### src/rtl/xrt_pkg.sv
package xrt_pkg;

   typedef logic [2:0] ref_code_t;

   localparam int unsigned NUM_CODES = 8;

   // Reference rate in Hz for each select code; 011 and 111 share 5 kHz.
   function automatic int unsigned ref_hz(input ref_code_t code);
      case (code)
         3'b000:  return 100_000;
         3'b001:  return 50_000;
         3'b010:  return 25_000;
         3'b011:  return 5_000;
         3'b100:  return 10_000;
         3'b101:  return 9_000;
         3'b110:  return 1_000;
         default: return 5_000;
      endcase
   endfunction

   function automatic int unsigned min_ref_hz();
      int unsigned m;
      m = ref_hz(3'd0);
      for (int i = 1; i < NUM_CODES; i++) begin
         if (ref_hz(3'(i)) < m) m = ref_hz(3'(i));
      end
      return m;
   endfunction

endpackage

### src/rtl/xrt_sq_div.sv
module xrt_sq_div #(
   parameter int unsigned DIV = 18
) (
   input  logic clk_i,
   input  logic rst_ni,
   output logic sq_o
);
   localparam int unsigned HALF = DIV / 2;
   localparam int unsigned CW   = (HALF > 1) ? $clog2(HALF) : 1;
   localparam logic [CW-1:0] LAST = CW'(HALF - 1);

   if (DIV < 2 || (DIV % 2) != 0) begin : g_bad_div
      $error("xrt_sq_div: DIV must be even and at least 2");
   end

   logic [CW-1:0] cnt;
   logic          sq_q;

   always_ff @(posedge clk_i or negedge rst_ni) begin
      if (!rst_ni) begin
         cnt  <= '0;
         sq_q <= 1'b0;
      end else if (cnt == LAST) begin
         cnt  <= '0;
         sq_q <= ~sq_q;
      end else begin
         cnt  <= cnt + 1'b1;
      end
   end

   assign sq_o = sq_q;

   AST_SQ_EDGE_AT_WRAP: assert property (@(posedge clk_i) disable iff (!rst_ni)
      !$stable(sq_q) |-> (cnt == '0));
   AST_SQ_CNT_BOUND: assert property (@(posedge clk_i) disable iff (!rst_ni)
      cnt <= LAST);

endmodule

### src/rtl/xrt_ref_counter.sv
module xrt_ref_counter
   import xrt_pkg::*;
#(
   parameter int unsigned XTAL_HZ = 7_200_000
) (
   input  logic      clk_i,
   input  logic      rst_ni,
   input  ref_code_t code_i,
   output logic      tick_o
);
   localparam int unsigned MAX_DIV = XTAL_HZ / min_ref_hz();
   localparam int unsigned CW      = $clog2(MAX_DIV);

   logic [CW-1:0] lim_tab [NUM_CODES];

   for (genvar g = 0; g < NUM_CODES; g++) begin : g_lim
      localparam int unsigned RATE = ref_hz(3'(g));
      localparam int unsigned D    = XTAL_HZ / RATE;
      if (D * RATE != XTAL_HZ || D < 2) begin : g_bad_rate
         $error("xrt_ref_counter: crystal not an integer multiple of a reference rate");
      end
      assign lim_tab[g] = CW'(D - 1);
   end

   ref_code_t     code_q;
   logic [CW-1:0] cnt;
   logic [CW-1:0] lim;
   logic          tick_q;
   logic          code_chg;

   always_comb begin
      lim      = lim_tab[code_q];
      code_chg = (code_i != code_q);
   end

   always_ff @(posedge clk_i or negedge rst_ni) begin
      if (!rst_ni) begin
         code_q <= '0;
         cnt    <= '0;
         tick_q <= 1'b0;
      end else if (code_chg) begin
         code_q <= code_i;
         cnt    <= '0;
         tick_q <= 1'b0;
      end else if (cnt == lim) begin
         cnt    <= '0;
         tick_q <= 1'b1;
      end else begin
         cnt    <= cnt + 1'b1;
         tick_q <= 1'b0;
      end
   end

   assign tick_o = tick_q;

   AST_TICK_ONE_CYCLE: assert property (@(posedge clk_i) disable iff (!rst_ni)
      tick_q |=> !tick_q);
   AST_TICK_AT_LIMIT: assert property (@(posedge clk_i) disable iff (!rst_ni)
      $rose(tick_q) |-> ($past(cnt) == $past(lim)));
   AST_CNT_BOUND: assert property (@(posedge clk_i) disable iff (!rst_ni)
      cnt <= lim);
   AST_RESTART_QUIET: assert property (@(posedge clk_i) disable iff (!rst_ni)
      (code_i != code_q) |=> (cnt == '0 && !tick_q));

endmodule

### src/rtl/xtal_ref_timebase.sv
module xtal_ref_timebase #(
   parameter int unsigned XTAL_HZ = 7_200_000,
   parameter int unsigned CTRL_HZ = 400_000,
   parameter int unsigned TB_HZ   = 8
) (
   input  logic       clk_xtal,
   input  logic       rst_n,
   input  logic [2:0] ref_code,
   output logic       ref_tick,
   output logic       ctrl_clk,
   output logic       time_base
);
   localparam int unsigned CTRL_DIV = XTAL_HZ / CTRL_HZ;
   localparam int unsigned TB_DIV   = XTAL_HZ / TB_HZ;

   if (CTRL_DIV * CTRL_HZ != XTAL_HZ) begin : g_bad_ctrl
      $error("xtal_ref_timebase: controller rate does not divide crystal");
   end
   if (TB_DIV * TB_HZ != XTAL_HZ) begin : g_bad_tb
      $error("xtal_ref_timebase: time-base rate does not divide crystal");
   end

   xrt_ref_counter #(.XTAL_HZ(XTAL_HZ)) u_ref (
      .clk_i  (clk_xtal),
      .rst_ni (rst_n),
      .code_i (ref_code),
      .tick_o (ref_tick)
   );

   xrt_sq_div #(.DIV(CTRL_DIV)) u_ctrl (
      .clk_i  (clk_xtal),
      .rst_ni (rst_n),
      .sq_o   (ctrl_clk)
   );

   xrt_sq_div #(.DIV(TB_DIV)) u_tbase (
      .clk_i  (clk_xtal),
      .rst_ni (rst_n),
      .sq_o   (time_base)
   );

   AST_RESET_QUIET: assert property (@(posedge clk_xtal)
      !rst_n |-> (!ref_tick && !ctrl_clk && !time_base));

endmodule

### config.mk
export PLATFORM = sky130hd
export DESIGN_NAME = xtal_ref_timebase
export DESIGN_NICKNAME = d
export VERILOG_FILES = /design/src/rtl/xrt_pkg.sv /design/src/rtl/xrt_sq_div.sv /design/src/rtl/xrt_ref_counter.sv /design/src/rtl/xtal_ref_timebase.sv
export SDC_FILE = /design/constraint.sdc
export NUM_CORES = 1
export LEC_CHECK = 0
export BUFFER_PORTS_ARGS = -buffer_cell sky130_fd_sc_hd__buf_2
export CAP_MARGIN = 20
export CORE_MARGIN = 2
export CORE_UTILIZATION = 58
export DETAILED_ROUTE_END_ITERATION = 10
export PLACE_DENSITY = 0.75
export SLEW_MARGIN = 0
export SYNTH_ARGS = -nofsm -noshare
export SYNTH_HDL_FRONTEND = slang
export SYNTH_SLANG_ARGS = --single-unit
### constraint.sdc
create_clock -name clk_xtal -period 2.7 [get_ports clk_xtal]
set_input_delay 0 -clock clk_xtal [delete_from_list [all_inputs] [get_ports clk_xtal]]
set_output_delay 0 -clock clk_xtal [all_outputs]
set_load 0.05 [all_outputs]
Word-level counts from Yosys, hierarchy flattened
Memories as Yosys holds them, arrays and structs flattened.
Cells that the tools add are included.
W data, S select, Z words.
- register bits: 42
- bits in read-only memories: 104
- output and inout port bits: 3
- memories: 1
- $add $sub $neg: 3
- magnitude comparators: 1
- equality and inequality tests: 4
- mux-type cells: 8
- bitwise logic cells: 3
- memories (memory ; depth ; bits a word ; rd ports ; clocked after Yosys merged registers in ; write ports ; RTL line ; text):
    (name not given) ; 8 ; 13 ; 1 ; 0 ; 0 ; xrt_ref_counter.sv:32 ; lim = lim_tab[code_q];
- operators by type and width (kind ; number):
    $mux W13 ; 4
    $add A19 B1 Y19 const B ; 1
    $eq A19 B19 Y1 const B ; 1
    $mux W19 ; 1
    $add A13 B1 Y13 const B ; 1
    $eq A13 B13 Y1 ; 1
    $add A4 B1 Y4 const B ; 1
    $eq A4 B4 Y1 const B ; 1
    $ge A4 B4 Y1 const B ; 1
    $mux W4 ; 1
    $not A3 Y4 ; 1
    $ne A3 B3 Y1 ; 1
    $mux W1 ; 2
    $not A1 Y1 ; 2

Longest topological paths before layout
Gate-level depths: netlist of run 1.
- word-level depth: 7
- depth in mapped cells: 8
- depth with buffers taken out: 7

Modules after synthesis
From an unflattened synthesis of run 1, not the netlist that was laid out.
- cell total of the unflattened synthesis: 222
- area total of the unflattened synthesis: 2338.5 um^2
- modules (own cells, without submodules) (module ; instances ; cells an instance ; area each (um^2) ; sequential area each (um^2)):
    xrt_ref_counter ; 1 ; 114 ; 1134.8 ; 425.4
    xrt_sq_div (u_tbase) ; 1 ; 89 ; 967.2 ; 500.5
    xrt_sq_div (u_ctrl) ; 1 ; 19 ; 236.5 ; 125.1

Worst setup path after synthesis of run 1
OpenSTA, ideal clock, no wires.
- path kind: reg-to-reg
- start: register u_ref.code_q[1]
- end: register u_ref.cnt[1]
- arrival: 1.857 ns
- setup slack: 0.724 ns
- cell stages (with the launch flop): 8
- buffers on the path: 0
- period minus slack after synthesis: 1.976 ns
- path through: dfrtp_1 > inv_1 > ha_1 > and2_2 > o21ai_0 > o2111ai_1 > or4_1 > and3_1
- word-level cells in the longest chain between the ends: 7
- ends and longest elaborated chain (item ; RTL line ; text):
    start: declaration ; xrt_ref_counter.sv:25 ; ref_code_t code_q;
    start signal: assignment ; xrt_ref_counter.sv:42 ; code_q <= code_i;
    $not A3 Y4 (not written as such) ; xrt_ref_counter.sv:32 ;
    $mem_v2 Z8 W13 ; n/a ;
    $mux W13 (not written as such) (2 in a row) ; xrt_ref_counter.sv:32 ;
    $eq A13 B13 Y1 ; xrt_ref_counter.sv:45 ; end else if (cnt == lim) begin
    $mux W13 ; xrt_ref_counter.sv:45 ;
    $mux W13 * ; xrt_ref_counter.sv:41 ; end else if (code_chg) begin
    end signal: assignment ; xrt_ref_counter.sv:49 ; cnt <= cnt + 1'b1;
    end: declaration ; xrt_ref_counter.sv:26 ; logic [CW-1:0] cnt;
Mark *: on every way between the ends. The rest lies on a longest branch, timed or not. The select of a mux whose other input is x is not followed.
A chain may end at the register's enable or synchronous reset.

Worst setup path in the final report of run 1
Same ends and word-level chain as after synthesis.

==> flow_summary.yaml, run 1 <==
clock_tree:
  tritoncts: "done"
  clk_pin_slew_ns: 0.13
  cts_root_buffer: "clkbuf_4"
  clock_path_buffers: 2
  cts_made_buffers: 5
  cts.sinks: 42
  insertion_delay_ns: 0.36
  cts_resized: 0
  h-tree-depth: 2
drt:
  ant_nets: 0
  drcViolationCount: 0
  vias: 1487
  post_drt_via_cell_ratio: 5.467
  drt-pass1-iter-count: 4
  wirelength_mm: 3.774
  avgRoutedWirePerCell_um: 13.88
  first_iter_violations: 71
timing:
  relSlewSlack: 0.4180
  finalSetupViolCount: 0
  layout_setup_ws_ns: 0.4967
  fin_setup_tns_ns: 0
  hold_viol: 0
  fmax_ghz: 0.4539
  tightest_slew_ns: 0.8729
  drv_slew: 0
  layout_min_cycle_time_ns: 2.203
  finalClockSkew_ns: 0.01404
  fin_crit_sh: 0.8160
  rsz0062_at_grt: "no"
floorplanning:
  rows: 21
  ioPinCount: 8
  dieArea_um2: 4136
  fp.dieW_um: 64.31
  start_util: 0.6176
  core_um2: 3416
  die_y_um: 64.31
run:
  drv_cap: 0
layout:
  num_antenna_cells: 0
  post-route-util: 0.6799
  syn_to_final_growth_pct: 10.08
  final_area_um2: 2322
  drive_above_1_share: 0.09292
  fin_nets: 238
yosys:
  avgSynthCellArea_um2: 9.904
  netlist_area_um2: 2110
  ys_warn_count: 0
  syn_inst: 213
  syn_nets: 226
  yosysSeqAreaShare: 0.4982
  synth_seq_cells: 42
  ys_types: 34
worst_setup_path:
  worstSetupPathType: "reg2reg"
  end_kind: "register"
  start_kind: "register"
  slowest_stage: "dfrtp_1"
  critical_path_required_ns: 2.97
  path_buf_inv: 1
  cp_max_fo: 7
  path_cells: "inv_1, ha_1, and2_2, o21ai_0, o2111ai_1, or4_1, and3_1"
  cpPeakStageDelay_ns: 0.52
  crit_family: "simple AND/OR/NAND/NOR gates"
  worst_ep_arrival_time_ns: 2.48
grt:
  antenna_found_initial: 0
  gr-usage-all-layers: 0.2209
  grt_max_degree: 43
  grt_overflow_total: 0
  grt_pass1_vias: 1548
  grt_pass1_wl_mm: 6.913
pwr:
  cellPowerDensity_nw_per_um2: 516.0
  p_leak_uw: 0.001026
  peakVddDrop_mv: 0.3734
place:
  pre_cts_slack_ns: 0.5396
  gp_congestion: 0.8353
  place_area_um2: 2176
  dp_hpwl_mm: 2.687
  portBuffers: 7
min_path:
  hold_class: "in2async"
outcome:
  status: "finished, final reports clean"
## Yosys cell counts
master     number  area share
xnor2_1        20       0.083
mux2i_1         1      0.0047
nand3_1        17       0.040
buf_2           3      0.0071
nor3b_1         1      0.0036
o2111ai_1       1      0.0042
or3_1           1      0.0030
nor4b_1         1      0.0042
nor4_2          1      0.0059
a211o_1         1      0.0042
nor4_1          2      0.0059
o21ai_0         6       0.014
nand2_1        16       0.028
or4_1           1      0.0036
xor2_1         16       0.066
and2_2          1      0.0036
and3_1          7       0.021
a21oi_1         1      0.0024
clkbuf_1        4      0.0071
ha_1            8       0.047
nor3_1          4      0.0095
nand3_2         1      0.0047
nand4b_1        1      0.0042
o211ai_1        1      0.0036
nor2_1         36       0.064
dfrtp_1        42        0.50
nand4_1         3      0.0089
nor2b_1         2      0.0059
inv_1           8       0.014
and2_1          1      0.0030
buf_6           1      0.0053
nand3b_1        2      0.0071
o41ai_2         1      0.0077
a211oi_1        1      0.0036
## what timing repair did
action,CTS,global route
hold endpoints to repair,45,0
setup buffers,0,0
hold buffers,4,0
## flip-flops by register name (all words and copies together), names as in the netlist
signal and count:
u_ctrl.cnt 4, u_ref.code_q 3, u_ctrl.sq_o 1, u_ref.cnt 13
u_tbase.cnt 19, u_tbase.sq_o 1, u_ref.tick_o 1
## layout make-up
type                    instances  area [um2]
fillers                       270        1094
flip-flops and latches         42        1051
well taps                      46       57.56
clock buffers                   5       37.54
inverters                       8       30.03
repair buffers                 13       90.09
clock inverters                 3       68.82
multi-input cells             155       987.2
## final timing paths
path                            slack (ns)  depth (start not counted)              end       startpoint
worst max-delay path                  0.50                          7     u_ref.cnt[1]  u_ref.code_q[1]
worst min-delay path                  0.27                          2    u_ref.cnt[10]            rst_n
worst max register to register        0.50                          7     u_ref.cnt[1]  u_ref.code_q[1]
worst min register to register        0.47                          1      u_ctrl.sq_o      u_ctrl.sq_o
max in group asynchronous             1.87                          2   u_tbase.cnt[1]            rst_n
min in group clk_xtal                 0.30                          2  u_ref.code_q[1]      ref_code[1]
## per-layer routing
metal / vias up / routed length [um] / track usage
met1: 725 / 1667 / 0.2749
met2: 24 / 1895 / 0.3698
met3: 10 / 152 / 0.07042
li1: 728 / - / -
met5: - / 0 / 0
met4: 0 / 59 / 0.06383
## report_power, final
group / switching (uW) / internal, uW / total [uW] / leakage [uW]
clock: 217 / 290 / 506 / 0.0000554
sequential: 6.87 / 633 / 640 / 0.000555
combinational: 31.2 / 21.0 / 52.2 / 0.000415
total: 255 / 943 / 1200 / 0.00103
## cells by family (layout without fill, tap and decap cells)
family	after synthesis	in the layout	synth area share
and+or+nand+nor	98	98	0.2266
adders and majority gates	8	8	0.04745
AOI/OAI and AO/OA	12	12	0.03974
DFF	42	42	0.4982
buffers and inverters	16	29	0.03380
muxes	1	1	0.004745
xor gates and xnor gates	36	36	0.1495
## through the flow
stage | hold slack, ns | total power [uW] | instances
6_report | 0.2691 | 1198 | 272
3_5_place_dp | 0.1411 | 699.9 | 260
4_1_cts | 0.3039 | 1204 | 272
3_3_place_gp | 0.1363 | 696.3 | 260
2_1_floorplan | -0.2956 | 679.0 | 213
5_1_grt | 0.2844 | 1248 | 272
## placed cells by master, fill, tap and decap left out, types with 2 or more instances in the layout
cell type	instances
dfrtp_1	42
nor2_1	36
xnor2_1	20
nand3_1	17
nand2_1	16
xor2_1	16
inv_1	8
ha_1	8
and3_1	7
buf_2	7
o21ai_0	6
clkbuf_4	5
nor3_1	4
dlygate4sd3_1	4
nand4_1	3
nor4_1	2
nand3b_1	2
nor2b_1	2
bufinv_16	2
buf_4	2
No activity file was read; power rests on OpenSTA's default activity.
==> run 2: changes to the inputs <==
--- a/config.mk
+++ b/config.mk
@@ -8,7 +8,7 @@
 export BUFFER_PORTS_ARGS = -buffer_cell sky130_fd_sc_hd__buf_2
 export CAP_MARGIN = 20
 export CORE_MARGIN = 2
-export CORE_UTILIZATION = 58
+export CORE_UTILIZATION = 55
 export DETAILED_ROUTE_END_ITERATION = 10
 export PLACE_DENSITY = 0.75
 export SLEW_MARGIN = 0
==> constraint.sdc (replaced) <==
create_clock -name clk_xtal -period 1.9 [get_ports clk_xtal]
set_input_delay 0 -clock clk_xtal [delete_from_list [all_inputs] [get_ports clk_xtal]]
set_output_delay 0 -clock clk_xtal [all_outputs]
set_load 0.05 [all_outputs]
==> run 2 against run 1 <==
Net effect:
- the flow now finishes with violations (setup timing)
- design area up 6.1%
- combinational power grew 99%
- wire length decreased by 1.9%
- global-route usage fell by 3.0 points
- first-iteration DRC count is 15% higher
- critical endpoint is now u_ref.cnt[7]
==> flow_summary.yaml, run 2 (synthesis results as in run 1) <==
outcome:
  status: "complete, but fails checks"
  violations: "setup timing"
layout:
  fin_nets: 245
  largest-register: "u_tbase.cnt"
  seqCellArea_um2: 1052
  largest_reg_flops: 19
  fin_cells: 281
  num_antenna_cells: 0
  syn_to_final_growth_pct: 16.79
  drive_above_1_share: 0.1717
  layout_commonest_cell: "dfrtp_1"
  nFillCells: 277
  final_area_um2: 2464
  multi_input_comb_area_um2: 1050
  most-common-layout-cells: "41 x dfrtp_1, 32 x nor2_1, 20 x xnor2_1"
  reg_top3: "u_tbase.cnt: 19 flops, u_ref.cnt: 13 flops, u_ctrl.cnt: 4 flops"
worst_setup_path:
  slowest_stage: "dfrtp_2"
  worstSetupPathType: "reg2reg"
  cpPeakStageDelay_ns: 0.44
  crit_top_cell: "buf_4"
  path_cells: "inv_4, ha_4, and2_4, o21ai_2, o2111ai_2, buf_4, o41ai_4, buf_4, nor2_1"
  path_buf_inv: 3
  end_kind: "register"
  r2r-start: "u_ref.code_q[1]"
  start_kind: "register"
  timing.critical_path.from: "u_ref.code_q[1]"
  ff2ff_setup_slack_ns: -0.06
  crit_family: "compound AO/OA/AOI/OAI gates"
  cp_max_fo: 5
  worst_ep_arrival_time_ns: 2.15
  critical_path_required_ns: 2.09
floorplanning:
  core_um2: 3661
  rows: 22
  dieArea_um2: 4347
  fp.dieW_um: 65.93
  start_util: 0.5762
  die_y_um: 65.93
  ioPinCount: 8
timing:
  finalSetupViolCount: 11
  fmax_ghz: 0.5097
  finalClockSkew_ns: 0.009272
  drv_slew: 0
  rsz0062_at_grt: "yes"
  fin_crit_sh: 1.033
  hold_viol: 0
  layout_min_cycle_time_ns: 1.962
  tightest_slew_ns: 0.8921
  layout_setup_ws_ns: -0.06207
  relSlewSlack: 0.4053
drt:
  post_drt_via_cell_ratio: 5.142
  ant_nets: 0
  first_iter_violations: 82
  avgRoutedWirePerCell_um: 13.18
  wirelength_mm: 3.704
  vias: 1445
  drcViolationCount: 0
  drt-pass1-iter-count: 4
grt:
  grt_overflow_total: 0
  grt_pass1_wl_mm: 6.189
  antenna_found_initial: 0
  grt_pass1_vias: 1387
  gr-usage-all-layers: 0.1912
  grt_max_degree: 43
clock_tree:
  clk_pin_slew_ns: 0.08
  clock_path_buffers: 2
  cts_root_buffer: "clkbuf_8"
  h-tree-depth: 2
  cts.sinks: 42
  tritoncts: "done"
  insertion_delay_ns: 0.30
  cts_made_buffers: 5
min_path:
  hold_class: "in2async"
pwr:
  cellPowerDensity_nw_per_um2: 698.1
  p_leak_uw: 0.001055
  peakVddDrop_mv: 0.5386
  power.total_uw: 1720
place:
  gp_congestion: 0.7554
  dp_hpwl_mm: 2.455
  place_area_um2: 2236
  pre_cts_slack_ns: -0.01084
  portBuffers: 7
  placedCellCount: 266
run:
  drv_cap: 0
[run 2: changes by cell type in the layout (fill, tap and decap cells not counted), sizes merged]
cell | before | now
clkinv | 1 | 0
clkinvlp | 0 | 2
bufinv | 2 | 1
buf | 9 | 16
[run 2: layout make-up]
cell class | count | share of cell area
clock buffers | 5 | 0.02793
clock inverters | 3 | 0.01828
inverters | 8 | 0.01320
multi-input cells | 155 | 0.4261
flip-flops and latches | 42 | 0.4271
well taps | 48 | 0.02438
repair buffers | 20 | 0.06298
[run 2: power by group]
group | internal [uW] | switching [uW] | total, uW
Sequential | 899 | 9.32 | 908
Clock | 391 | 318 | 708
Combinational | 47.5 | 56.1 | 104
[run 2: path summary, 6_finish.rpt]
kind	to	depth (start not counted)
min in group clk_xtal	u_ref.code_q[1]	2
max in group asynchronous	u_ref.code_q[1]	2
max	u_ref.cnt[7]	9
min reg2reg	u_ctrl.sq_o	1
max reg2reg	u_ref.cnt[7]	9
min	u_tbase.cnt[3]	2
[run 2: timing repair]
item                                   4_1_cts  5_1_grt
gates resized for setup                      0       13
endpoints found under the hold margin       45        0
hold buffers                                 4        0
setup endpoints to repair                    7       13
gates cloned                                 0        1
pin swaps                                    0        6
buffers inserted                             0        2
[run 2: metal layers]
| layer | up-vias | track usage | part of all wire |
|---|---|---|---|
| met4 | 0 | 0.08418 | 0.020 |
| met1 | 678 | 0.2319 | 0.46 |
| met5 | - | 0 | 0 |
| met2 | 19 | 0.3119 | 0.48 |
| li1 | 743 | - | - |
| met3 | 5 | 0.06133 | 0.040 |
[run 2: stage by stage]
step	utilization	hold WS (ns)	TNS, ns
3_5_place_dp	0.6107	0.1386	-0.03096
3_3_place_gp	0.6107	0.1376	0
5_1_grt	0.6729	0.3900	-1.433
2_1_floorplan	-	-0.2956	0
6_report	0.6729	0.3543	-0.5352
4_1_cts	0.6528	0.3614	-0.07912
==> run 3: changes to the inputs <==
--- a/config.mk
+++ b/config.mk
@@ -5,6 +5,7 @@
 export SDC_FILE = /design/constraint.sdc
 export NUM_CORES = 1
 export LEC_CHECK = 0
+export ABC_AREA = 1
 export BUFFER_PORTS_ARGS = -buffer_cell sky130_fd_sc_hd__buf_2
 export CAP_MARGIN = 20
 export CORE_MARGIN = 2
==> run 3 against run 2 <==
Net effect:
- the run now ends clean
- register-to-register slack better by 0.25 ns
- global-route usage is 2.3 points higher
- critical path depth is 1 higher
- synthesized cell count is 51% higher
- via count is 34% higher
==> flow_summary.yaml, run 3 <==
outcome:
  status: "finished, final reports clean"
timing:
  layout_min_cycle_time_ns: 1.710
  fmax_ghz: 0.5849
  fin_crit_sh: 0.8999
  drv_slew: 0
  hold_viol: 0
  finalClockSkew_ns: 0.008810
  relSlewSlack: 0.6596
  rsz0062_at_grt: "no"
  tightest_slew_ns: 0.5105
  fin_setup_tns_ns: 0
  finalSetupViolCount: 0
worst_setup_path:
  slowest_stage: "dfrtp_2"
  cp_max_fo: 12
  end_kind: "register"
  path_cells: "inv_1, ha_1, inv_1, nand2_1, nand3_1, nand2_1, nor2_1, nand3_1, nand2_4, nor2_1"
  start_kind: "register"
  worstSetupPathType: "reg2reg"
  worst_ep_arrival_time_ns: 1.88
  critical_path_required_ns: 2.07
  cpPeakStageDelay_ns: 0.44
layout:
  drive_above_1_share: 0.07738
  fin_nets: 348
  largest-register: "u_tbase.cnt"
  layout_commonest_cell: "nand2_1"
  largest_reg_flops: 19
  syn_to_final_growth_pct: 9.346
  num_antenna_cells: 0
  most-common-layout-cells: "79 x nand2_1, 56 x nor2_1, 46 x inv_1"
  final_area_um2: 2635
  reg_top3: "u_tbase.cnt: 19 flops, u_ref.cnt: 13 flops, u_ctrl.cnt: 4 flops"
yosys:
  syn_nets: 335
  syn_inst: 322
  yosys-top-cells-area: "dfrtp_1 44%, nand2_1 12%, nor2_1 8.7%"
  synth_edf_count: 0
  synth_seq_cells: 42
  netlist_area_um2: 2410
  yosysSeqAreaShare: 0.4361
  ys_warn_count: 0
  avgSynthCellArea_um2: 7.484
  synth_top_area_share: 0.4361
  async_flop_share: 1.000
  synthTopCellsByCount: "79 x nand2_1, 56 x nor2_1, 46 x inv_1, 42 x dfrtp_1, 31 x nand3_1"
  ys_types: 21
  ys.flop_type: "dfrtp_1"
  synth_top_area_cell: "dfrtp_1"
  yosysMostFrequentCell: "nand2_1"
clock_tree:
  postCtsSetupRepairBufs: 0
  cts_made_buffers: 5
  cts.sinks: 42
  insertion_delay_ns: 0.29
  h-tree-depth: 2
  clock_path_buffers: 2
  tritoncts: "done"
  clk_pin_slew_ns: 0.08
  cts_root_buffer: "clkbuf_8"
min_path:
  hold_class: "in2async"
drt:
  post_drt_via_cell_ratio: 4.987
  wirelength_mm: 4.477
  avgRoutedWirePerCell_um: 11.54
  drt-pass1-iter-count: 4
  first_iter_violations: 144
  drcViolationCount: 0
  vias: 1935
  ant_nets: 0
place:
  gp_congestion: 0.9173
  dp_hpwl_mm: 3.224
  place_area_um2: 2479
  portBuffers: 7
grt:
  grt_max_degree: 43
  gr-usage-all-layers: 0.2138
  grt_pass1_vias: 1941
  antenna_found_initial: 0
  grt_overflow_total: 0
  grt_pass1_wl_mm: 8.500
floorplanning:
  fp.dieW_um: 70.19
  ioPinCount: 8
  rows: 24
  dieArea_um2: 4927
  core_um2: 4294
  start_util: 0.5612
  die_y_um: 70.19
pwr:
  peakVddDrop_mv: 0.4819
  p_leak_uw: 0.001237
  cellPowerDensity_nw_per_um2: 640.6
run:
  drv_cap: 0
-- run 3: report_power, final --
| part | switching [uW] | total [uW] | internal (uW) |
|---|---|---|---|
| sequential | 8.94 | 907 | 899 |
| clock | 302 | 694 | 392 |
| combinational | 55.5 | 86.6 | 31.1 |
| total | 366 | 1690 | 1320 |
-- run 3: metrics by stage --
step | util | std cells | hold WS, ns | power, uW | setup slack (ns)
after global placement | 0.5772 | 376 | 0.09085 | 1003 | 0.2505
after global routing | 0.6136 | 388 | 0.3660 | 1767 | 0.01941
after detailed placement | 0.5772 | 376 | 0.09785 | 1005 | 0.1789
after CTS | 0.6122 | 388 | 0.3086 | 1710 | 0.1576
final | 0.6136 | 388 | 0.3050 | 1688 | 0.1902
after floorplan | - | 322 | -0.2956 | 976.8 | 0.3592
-- run 3: critical path: cells and delay by family, from the launching register on --
kind / cells / cell delay [ns]
buf+inv: 2 / 0.20
flops: 1 / 0.44
fa+ha+maj: 1 / 0.26
simple gates: 7 / 0.69
-- run 3: repair_timing --
item,in CTS,in global routing
hold endpoints to repair,45,0
endpoints found under the setup margin,0,12
resized for setup,0,2
hold buffers,4,0
-- run 3: metal layers --
| metal | global-route usage | vias to the layer above | part of all wire |
|---|---|---|---|
| li1 | - | 1015 | - |
| met1 | 0.2924 | 889 | 0.48 |
| met2 | 0.3481 | 29 | 0.48 |
| met3 | 0.04473 | 2 | 0.036 |
| met4 | 0.05769 | 0 | 0.0056 |
| met5 | 0 | - | 0 |
-- run 3: logic make-up after synthesis --
group / Yosys count / synth area share
simple gates: 192 / 0.3396
xor+xnor: 23 / 0.08359
compound gates: 3 / 0.007270
flops: 42 / 0.4361
buf+inv: 54 / 0.09190
fa+ha+maj: 8 / 0.04154
-- run 3: path summary, 6_finish.rpt --
path | to | depth (start not counted) | startpoint | slack [ns]
worst max-delay path | u_ref.cnt[0] | 10 | u_ref.code_q[0] | 0.19
worst min-delay path | u_ref.cnt[3] | 3 | rst_n | 0.30
worst max register to register | u_ref.cnt[0] | 10 | u_ref.code_q[0] | 0.19
worst min register to register | u_ref.cnt[0] | 1 | u_ref.cnt[0] | 0.47
max in group asynchronous | u_ref.code_q[0] | 3 | rst_n | 1.23
min in group clk_xtal | u_ref.code_q[2] | 2 | ref_code[2] | 0.39
-- run 3: final cells by class --
| type | count | area (um2) |
|---|---|---|
| Sequential cell | 42 | 1052 |
| Multi-Input combinational cell | 226 | 1142 |
| Clock buffer | 6 | 72.57 |
| Tap cell | 52 | 65.06 |
| Timing Repair Buffer | 12 | 82.58 |
| Fill cell | 413 | 1659 |
| Inverter | 48 | 182.7 |
| Clock inverter | 2 | 37.54 |
